## src/rtl/pcsave_pkg.sv

```systemverilog
package pcsave_pkg;
   typedef enum logic [2:0] {
      ST_IDLE     = 3'd0,
      ST_READ_PTR = 3'd1,
      ST_WAIT_PTR = 3'd2,
      ST_WRITE_PC = 3'd3,
      ST_LOAD_VEC = 3'd4
   } seq_state_t;
endpackage

```

## src/rtl/pcsave_arm.sv

```systemverilog
module pcsave_arm #(
   parameter int IDX_W     = 4,
   parameter int REARM_BIT = 15
) (
   input  logic             clk,
   input  logic             rst_n,
   input  logic             accept_i,
   input  logic             flag_op_i,
   input  logic [IDX_W-1:0] flag_idx_i,
   output logic             armed_o,
   output logic             low_en_o
);
   localparam logic [IDX_W-1:0] REARM_IDX = IDX_W'(REARM_BIT);

   generate
      if (REARM_BIT >= (1 << IDX_W)) begin : g_bad_idx
         $error("REARM_BIT does not fit in IDX_W bits");
      end
   endgenerate

   logic rearm;
   assign rearm = flag_op_i && (flag_idx_i == REARM_IDX);

   always_ff @(posedge clk) begin
      if (!rst_n) begin
         armed_o  <= 1'b1;
         low_en_o <= 1'b1;
      end else if (accept_i) begin
         armed_o  <= 1'b0;
         low_en_o <= 1'b0;
      end else if (rearm) begin
         armed_o  <= 1'b1;
         low_en_o <= 1'b1;
      end
   end

   // once disarmed, only a re-arm strobe sets the flag again
   p_stay_disarmed_r6: assert property (@(posedge clk) disable iff (!rst_n)
      (!armed_o && !rearm) |=> !armed_o);
   // acceptance beats a same-edge re-arm
   p_accept_wins_r10: assert property (@(posedge clk) disable iff (!rst_n)
      (accept_i && rearm) |=> !armed_o);
   // re-arm strobe without acceptance opens the level
   p_rearm_r7: assert property (@(posedge clk) disable iff (!rst_n)
      (rearm && !accept_i) |=> armed_o);
   // the lower-level gate follows acceptance
   p_low_gate_r8: assert property (@(posedge clk) disable iff (!rst_n)
      accept_i |=> !low_en_o);
endmodule

```

## src/rtl/pcsave_fsm.sv

```systemverilog
module pcsave_fsm
   import pcsave_pkg::*;
#(
   parameter int              ADDR_W        = 16,
   parameter int              DATA_W        = 16,
   parameter logic [ADDR_W-1:0] PTR_ADDR    = 16'h0007,
   parameter logic [ADDR_W-1:0] VEC_ADDR    = 16'h0008,
   parameter bit              IDLE_ZERO_BUS = 1'b1
) (
   input  logic              clk,
   input  logic              rst_n,
   input  logic              start_i,
   input  logic [ADDR_W-1:0] pc_i,
   input  logic [DATA_W-1:0] mem_rdata_i,
   output logic              mem_rd_o,
   output logic              mem_wr_o,
   output logic [ADDR_W-1:0] mem_addr_o,
   output logic [DATA_W-1:0] mem_wdata_o,
   output logic              pc_load_o,
   output logic [ADDR_W-1:0] pc_value_o,
   output logic              busy_o,
   output logic              idle_o
);
   generate
      if (DATA_W < ADDR_W) begin : g_bad_width
         $error("DATA_W must hold a full address");
      end
   endgenerate

   seq_state_t        state, nxt;
   logic [ADDR_W-1:0] ptr_q;
   logic [ADDR_W-1:0] pc_q;

   always_comb begin
      nxt = state;
      case (state)
         ST_IDLE:     if (start_i) nxt = ST_READ_PTR;
         ST_READ_PTR: nxt = ST_WAIT_PTR;
         ST_WAIT_PTR: nxt = ST_WRITE_PC;
         ST_WRITE_PC: nxt = ST_LOAD_VEC;
         ST_LOAD_VEC: nxt = ST_IDLE;
         default:     nxt = ST_IDLE;
      endcase
   end

   always_ff @(posedge clk) begin
      if (!rst_n) begin
         state <= ST_IDLE;
         ptr_q <= '0;
         pc_q  <= '0;
      end else begin
         state <= nxt;
         if (start_i && state == ST_IDLE) pc_q <= pc_i;
         if (state == ST_WAIT_PTR) ptr_q <= mem_rdata_i[ADDR_W-1:0];
      end
   end

   assign mem_rd_o   = (state == ST_READ_PTR);
   assign mem_wr_o   = (state == ST_WRITE_PC);
   assign pc_load_o  = (state == ST_LOAD_VEC);
   assign pc_value_o = pc_load_o ? VEC_ADDR : '0;
   assign busy_o     = (state != ST_IDLE);
   assign idle_o     = (state == ST_IDLE);

   generate
      if (IDLE_ZERO_BUS) begin : g_zero_bus
         assign mem_addr_o  = mem_rd_o ? PTR_ADDR : (mem_wr_o ? ptr_q : '0);
         assign mem_wdata_o = mem_wr_o ? DATA_W'(pc_q) : '0;
      end else begin : g_hold_bus
         assign mem_addr_o  = mem_rd_o ? PTR_ADDR : ptr_q;
         assign mem_wdata_o = DATA_W'(pc_q);
      end
   endgenerate

   // the pointer fetch follows acceptance by one cycle
   p_fetch_ptr_r2: assert property (@(posedge clk) disable iff (!rst_n)
      start_i |=> (mem_rd_o && mem_addr_o == PTR_ADDR));
   // the store comes two cycles after the fetch
   p_store_pc_r3: assert property (@(posedge clk) disable iff (!rst_n)
      mem_rd_o |-> ##2 mem_wr_o);
   // the vector load is a single-cycle pulse following the store
   p_load_after_store_r4: assert property (@(posedge clk) disable iff (!rst_n)
      mem_wr_o |=> (pc_load_o && pc_value_o == VEC_ADDR));
   p_load_pulse_r4: assert property (@(posedge clk) disable iff (!rst_n)
      pc_load_o |=> !pc_load_o);
   // busy ends right after the load
   p_busy_end_r5: assert property (@(posedge clk) disable iff (!rst_n)
      pc_load_o |=> !busy_o);
   // never read and write together
   p_one_access_r11: assert property (@(posedge clk) disable iff (!rst_n)
      !(mem_rd_o && mem_wr_o));
   // a start is only offered while idle
   p_start_idle_r2: assert property (@(posedge clk) disable iff (!rst_n)
      start_i |-> idle_o);
endmodule

```

## src/rtl/pcsave_trap_seq.sv

```systemverilog
module pcsave_trap_seq #(
   parameter int                ADDR_W        = 16,
   parameter int                DATA_W        = 16,
   parameter int                IDX_W         = 4,
   parameter int                REARM_BIT     = 15,
   parameter logic [ADDR_W-1:0] PTR_ADDR      = 16'h0007,
   parameter logic [ADDR_W-1:0] VEC_ADDR      = 16'h0008,
   parameter bit                IDLE_ZERO_BUS = 1'b1
) (
   input  logic              clk,
   input  logic              rst_n,
   input  logic              irq_req,
   input  logic              insn_boundary,
   input  logic [ADDR_W-1:0] pc_in,
   input  logic              flag_op,
   input  logic [IDX_W-1:0]  flag_idx,
   input  logic [DATA_W-1:0] mem_rdata,
   output logic              mem_rd,
   output logic              mem_wr,
   output logic [ADDR_W-1:0] mem_addr,
   output logic [DATA_W-1:0] mem_wdata,
   output logic              pc_load,
   output logic [ADDR_W-1:0] pc_value,
   output logic              busy,
   output logic              low_irq_en
);
   logic armed;
   logic idle;
   logic accept;

   assign accept = irq_req && insn_boundary && armed && idle;

   pcsave_arm #(
      .IDX_W     (IDX_W),
      .REARM_BIT (REARM_BIT)
   ) u_arm (
      .clk        (clk),
      .rst_n      (rst_n),
      .accept_i   (accept),
      .flag_op_i  (flag_op),
      .flag_idx_i (flag_idx),
      .armed_o    (armed),
      .low_en_o   (low_irq_en)
   );

   pcsave_fsm #(
      .ADDR_W        (ADDR_W),
      .DATA_W        (DATA_W),
      .PTR_ADDR      (PTR_ADDR),
      .VEC_ADDR      (VEC_ADDR),
      .IDLE_ZERO_BUS (IDLE_ZERO_BUS)
   ) u_fsm (
      .clk         (clk),
      .rst_n       (rst_n),
      .start_i     (accept),
      .pc_i        (pc_in),
      .mem_rdata_i (mem_rdata),
      .mem_rd_o    (mem_rd),
      .mem_wr_o    (mem_wr),
      .mem_addr_o  (mem_addr),
      .mem_wdata_o (mem_wdata),
      .pc_load_o   (pc_load),
      .pc_value_o  (pc_value),
      .busy_o      (busy),
      .idle_o      (idle)
   );

   // no boundary, no sequence start
   p_need_boundary_r9: assert property (@(posedge clk) disable iff (!rst_n)
      (idle && !insn_boundary) |=> !busy);
   // the lower-level gate stays shut while a sequence runs
   p_gate_during_seq_r8: assert property (@(posedge clk) disable iff (!rst_n)
      (busy && !flag_op) |-> !low_irq_en);
endmodule

```

## config.mk

```make
export PLATFORM = sky130hd
export DESIGN_NAME = pcsave_trap_seq
export DESIGN_NICKNAME = d
export VERILOG_FILES = /design/src/rtl/pcsave_pkg.sv /design/src/rtl/pcsave_arm.sv /design/src/rtl/pcsave_fsm.sv /design/src/rtl/pcsave_trap_seq.sv
export SDC_FILE = /design/constraint.sdc
export NUM_CORES = 1
export LEC_CHECK = 0
export ABC_AREA = 1
export BUFFER_PORTS_ARGS = -buffer_cell sky130_fd_sc_hd__buf_2
export CORE_ASPECT_RATIO = 0.5
export CORE_MARGIN = 4
export CORE_UTILIZATION = 40
export CTS_BUF_LIST = sky130_fd_sc_hd__clkbuf_8
export DETAILED_ROUTE_END_ITERATION = 12
export PLACE_DENSITY = 0.71
export SLEW_MARGIN = 25
export SYNTH_ARGS = -nofsm -noshare
export SYNTH_HDL_FRONTEND = slang
export SYNTH_HIERARCHICAL = 1
export SYNTH_SLANG_ARGS = --single-unit
export TNS_END_PERCENT = 5
```

## constraint.sdc

```tcl
create_clock -name clk -period 3.01 [get_ports clk]
set_clock_uncertainty 0.2 [all_clocks]
set_input_delay 0.4515 -clock clk [delete_from_list [all_inputs] [get_ports clk]]
set_output_delay 0.4515 -clock clk [all_outputs]
set_load 0.02 [all_outputs]
```

---- Yosys cells after proc, flatten, opt, wreduce, memory -nomap -nowiden ----
Cells that the tools add are included.
Widths: inputs -> output; s select.
word-level totals
  logic and storage cells ................. 26
  bits of input ports ..................... 41
  flip-flop bits (word level) ............. 36
cells by class
  equality and inequality tests ........... 6
  reductions and logical operators ........ 8
  muxes and demuxes ....................... 8
operator list
  operator            count
  $mux 16             3
  $pmux 3 s4          1
  $eq 3x2->1 const B  2
  $logic_and 1x1->1   5
  $eq 4x4->1 const B  1
  $mux 4              1
  $eq 3x1->1 const B  1
  $eq 3x3->1 const B  1
  $logic_not 3->1     1
  $mux 3              1
  $reduce_bool 3->1   1
  $mux 1              2
  $ne 2x1->1 const B  1
  $reduce_bool 2->1   1

---- Depth between registers and ports, before layout ----
  depth after elaboration ................. 5
  mapped depth ............................ 12

---- Modules after synthesis ----
The synthesis kept the hierarchy.
by module, submodules not included
  module           cells each  times used  sequential area each (um^2)  area an instance (um^2)
  pcsave_fsm       293         1           700.7                        1836.8
  pcsave_arm       8           1           20.0                         55.1
  pcsave_trap_seq  3           1           0.0                          11.3

---- Worst setup path before layout ----
Ideal clock, no wire load.
  path kind ............................... register to register
  start point ............................. register u_fsm.state[0]
  end point ............................... register u_fsm.pc_q[10]
  arrival time ............................ 1.574 ns
  stages on the path, launching flop included .. 12
  slack ................................... 1.126 ns
  setup time .............................. 0.110 ns
  clock period less this slack ............ 1.884 ns
  buffers on the path ..................... 3
  cell sequence ........................... dfxtp_1 -> nor2_2 -> buf_4 -> inv_1 -> nor2_1 -> nand2_1 -> nor2_1 -> buf_2 -> buf_1 -> nand4_1 -> nand2_1 -> nor2_1
on the way
  word-level cells in the longest chain between the ends .. 3
ends and longest elaborated chain
  what                    line                   source
  start, declared         pcsave_fsm.sv:30       seq_state_t state, nxt;
  start signal, assigned  pcsave_fsm.sv:52       state <= nxt;
  $logic_not 3->1         pcsave_fsm.sv:63       assign idle_o = (state == ST_IDLE);
  via idle                pcsave_trap_seq.sv:28  logic idle;
  $logic_and 1x1->1       pcsave_trap_seq.sv:31  assign accept = irq_req && insn_boundary && armed && idle;
  via accept              pcsave_trap_seq.sv:29  logic accept;
  $logic_and 1x1->1       pcsave_fsm.sv:53       if (start_i && state == ST_IDLE) pc_q <= pc_i;
  end signal, assigned    pcsave_fsm.sv:53
  end, declared           pcsave_fsm.sv:32       logic [ADDR_W-1:0] pc_q;
The timed path passes the listed nets, and every way through them passes these cells.
A chain may end at the register's enable or synchronous reset.

---- Worst setup path in the final report ----
  start point ............................. register u_fsm.state[1]
  end point ............................... output port mem_wdata[13]
on the way
  word-level cells in the longest chain between the ends .. 2
ends and longest elaborated chain
  what           line                   source
  $eq 3x2->1     pcsave_fsm.sv:59       assign mem_wr_o = (state == ST_WRITE_PC);
  $mux 16        pcsave_fsm.sv:68       assign mem_wdata_o = mem_wr_o ? DATA_W'(pc_q) : '0;
  end, declared  pcsave_trap_seq.sv:21  output logic [DATA_W-1:0] mem_wdata,
No other way between the ends.

==> run summary <==
OUTCOME
--------------------------------------------------------------------------------------------------------
Outcome ................................................................................... complete, no violations

CLOCK NETWORK
--------------------------------------------------------------------------------------------------------
H-tree depth reported by CTS ..............................................................            2
Setup Buffers After CTS ...................................................................            0
Clock Path Buffers ........................................................................            2
Clock sink count ..........................................................................           36
Clock tree from TritonCTS .................................................................          yes
Hold buffer count at cts ..................................................................            0
Clock insertion delay at the later pin of the skew report .................................      0.28 ns
Clock root buffer .........................................................................     clkbuf_8
Number of buffers added by the clock tree synthesis step ..................................            5
Post-CTS clock slew at the launch and capture registers of the worst setup and hold paths .      0.08 ns
Post-CTS Resized ..........................................................................            0

FINISH
--------------------------------------------------------------------------------------------------------
Final core utilization ....................................................................        52.5%
FF/Latch Area .............................................................................    721 sq um
Footprint of the multi-input gates ........................................................    769 sq um
Fill cell total of the finished layout ....................................................          488
Top library cells by usage in the layout, fill and taps aside ............................. nor2_1 (81), buf_2 (78), inv_1 (70)
Layout cell share with drive strength beyond 1 ............................................        24.5%
Most common cell after layout, fill and taps aside ........................................       nor2_1
Area overhead of the layout relative to synthesis .........................................        23.8%
Number of antenna cells inserted ..........................................................            0
Number of nets in the layout ..............................................................          416

JOB
--------------------------------------------------------------------------------------------------------
Max-Cap Viols .............................................................................            0

TIMING
--------------------------------------------------------------------------------------------------------
Setup violators final .....................................................................            0
Max-slew violation count ..................................................................            0
Min Clock Period, post-route ..............................................................      2.42 ns
Top achievable clock speed ................................................................      413 MHz
Slew at the pin closest to its max-slew limit .............................................     0.566 ns
Setup repair after global routing missed its margin .......................................           no
Slew HR ...................................................................................        62.3%
Final hold viol count .....................................................................            0
Post-route fraction of the period consumed by the critical path ...........................        80.4%
Setup TNS .................................................................................         0 ns

FLOORPLAN
--------------------------------------------------------------------------------------------------------
Initial standard-cell utilization of the core .............................................        42.4%
Die area ..................................................................................   5990 sq um
Site row count ............................................................................           17
Die Ht .................................................................................... 56.8 microns
Die span in x .............................................................................  106 microns
Placeable core region .....................................................................   4490 sq um
I/O pins ..................................................................................           94

SYNTHESIS
--------------------------------------------------------------------------------------------------------
Total of warnings raised by yosys .........................................................            6
Total standard cell area after synthesis ..................................................   1900 sq um
Number of unique standard cell types used by synthesis ....................................           20
FF+latch count, synth .....................................................................           36
Sequential-to-total area share from yosys stat ............................................        37.9%
Post-synthesis instance total .............................................................          304
Per-instance average area after synthesis .................................................   6.26 sq um

POWER
--------------------------------------------------------------------------------------------------------
Peak VDD IR ...............................................................................     0.231 mV
Static power due to leakage ...............................................................      1.33 nW
Power per Cell Area .......................................................................  508 nW/um^2

WORST SETUP PATH
--------------------------------------------------------------------------------------------------------
Kind of end point of the critical path .................................................... primary output
Dominant delay contributor by cell family on the critical path ............................ buffers and inverters
Launch point of the worst reg-to-reg path ................................................. u_fsm/state[0]
Worst stage delay on the critical path ....................................................      0.43 ns
CP max stage cell .........................................................................      dfxtp_1
Arrival time worst endpoint ...............................................................      1.77 ns
FF-to-FF setup slack ......................................................................      0.88 ns
R2r endpoint .............................................................................. u_fsm/ptr_q[0]
Required time of the critical path ........................................................      2.36 ns
Critical Path Fanout Max ..................................................................           19
Start point of the critical path .......................................................... u_fsm/state[1]
Worst setup SP type .......................................................................    flip-flop
Cell depth of the worst setup path ........................................................            4
Crit path capture ......................................................................... mem_wdata[13]
WP buf/inv ................................................................................            2
Worst setup path class ....................................................................   reg -> out
Chain of cells forming the critical path .................................................. nand3_1, buf_4, nor2_1, buf_2
Path depth of the worst reg2reg path ......................................................            6

GLOBAL ROUTING
--------------------------------------------------------------------------------------------------------
Initial antenna violation count ...........................................................            0
Total track usage .........................................................................        15.1%
Largest net degree at the start of global routing .........................................           35
Global-route wire length before repair .................................................... 7520 microns
Leftover overflow at the end of global routing ............................................            0
Number of global-route vias before repair .................................................        1,744

DRT
--------------------------------------------------------------------------------------------------------
Post-Route WL ............................................................................. 4480 microns
Routed via count divided by cell count ....................................................         4.21
Number of search-and-repair iterations in the first detailed-routing pass .................            4
Number of vias after detailed routing .....................................................        1,861
Count of antenna-violating nets left after detailed routing ...............................            0
Drt initial violations ....................................................................           66
Number of remaining DRC errors ............................................................            0
Wire length per cell after detailed routing ............................................... 10.1 microns

PLACEMENT
--------------------------------------------------------------------------------------------------------
Global placement routability congestion ...................................................        0.704
DPL Wire Length ........................................................................... 3260 microns
Number of buffers inserted by port buffering ..............................................           78

HOLD PATH
--------------------------------------------------------------------------------------------------------
Path class of the lowest-slack min-delay path .............................................    in -> reg

[layout make-up]
class	count	area share, %
well taps	66	3.51
repair buffers	81	17.5
clock inverters	3	1.65
clock buffers	5	2.92
flip-flops and latches	36	30.6
multi-input cells	181	32.7
inverters	70	11.2
[per-layer routing]
metal  wire [microns]  global-route usage [%]  share of wire, %  vias to the layer above
li1                 -                       -                 -                      996
met1             1960                    17.3                44                      814
met2             2210                    28.4                49                       49
met3              284                    3.79               6.3                        2
met4               19                    2.95              0.42                        0
met5                0                       0                 0                        -
[Yosys cell counts]
cell	n	share of area, %
nor2_2	1	0.33
conb_1	1	0.20
clkbuf_1	6	1.2
buf_6	2	1.2
buf_2	3	0.79
nor3_1	1	0.26
a21oi_1	1	0.26
o21bai_1	1	0.39
dfxtp_1	36	38
buf_4	18	7.1
inv_1	69	14
nor2_1	81	16
nand3_4	1	0.92
nand3_1	3	0.79
o21ai_0	17	4.5
nand2_2	1	0.33
nand2_1	43	8.5
inv_2	1	0.20
nand4_1	16	5.3
buf_1	2	0.39
[worst min-delay path, cell delays in order]
cell	delay [ns]
buf_2	0.07
o21ai_0	0.07
nor2_1	0.08
[per-stage QoR]
stage	power [mW]	hold slack [ns]	cells	setup slack (ns)	cell area [sq um]
final	1.20	0.220	442	0.589	2360
after floorplan	0.756	0.254	318	1.13	1960
after CTS	1.21	0.215	442	0.584	2360
after global routing	1.28	0.222	442	0.416	2360
after detailed placement	0.802	0.270	434	0.899	2250
after global placement	0.793	0.267	434	0.962	2250
[worst min-delay path by stage]
stage	to	cells past startpoint	startpoint
2_1_floorplan	u_fsm/ptr_q[12]	2	u_fsm/ptr_q[12]
3_3_place_gp	u_fsm/ptr_q[15]	2	u_fsm/ptr_q[15]
3_5_place_dp	u_fsm/ptr_q[9]	2	u_fsm/ptr_q[9]
4_1_cts	u_fsm/ptr_q[14]	3	mem_rdata[14]
5_1_grt	u_fsm/ptr_q[14]	3	mem_rdata[14]
6_report	u_fsm/ptr_q[14]	3	mem_rdata[14]
[cell families after synthesis]
kind of cell    synth area share [%]
simple gates                    32.3
buf+inv                         24.5
flops                           37.9
compound gates                  5.13
other cells                    0.197
[power breakdown]
part / leakage, nW / switching (mW) / internal (mW)
registers: 0.294 / 0.0198 / 0.523
logic: 0.979 / 0.162 / 0.0862
clock network: 0.0593 / 0.163 / 0.242
[registers in the layout, summed over array words and instances (netlist names)]
register / count
u_fsm/pc_q: 16
u_fsm/ptr_q: 16
u_fsm/state: 3
u_arm/low_en_o: 1
Power figures use the tool's default switching activity.
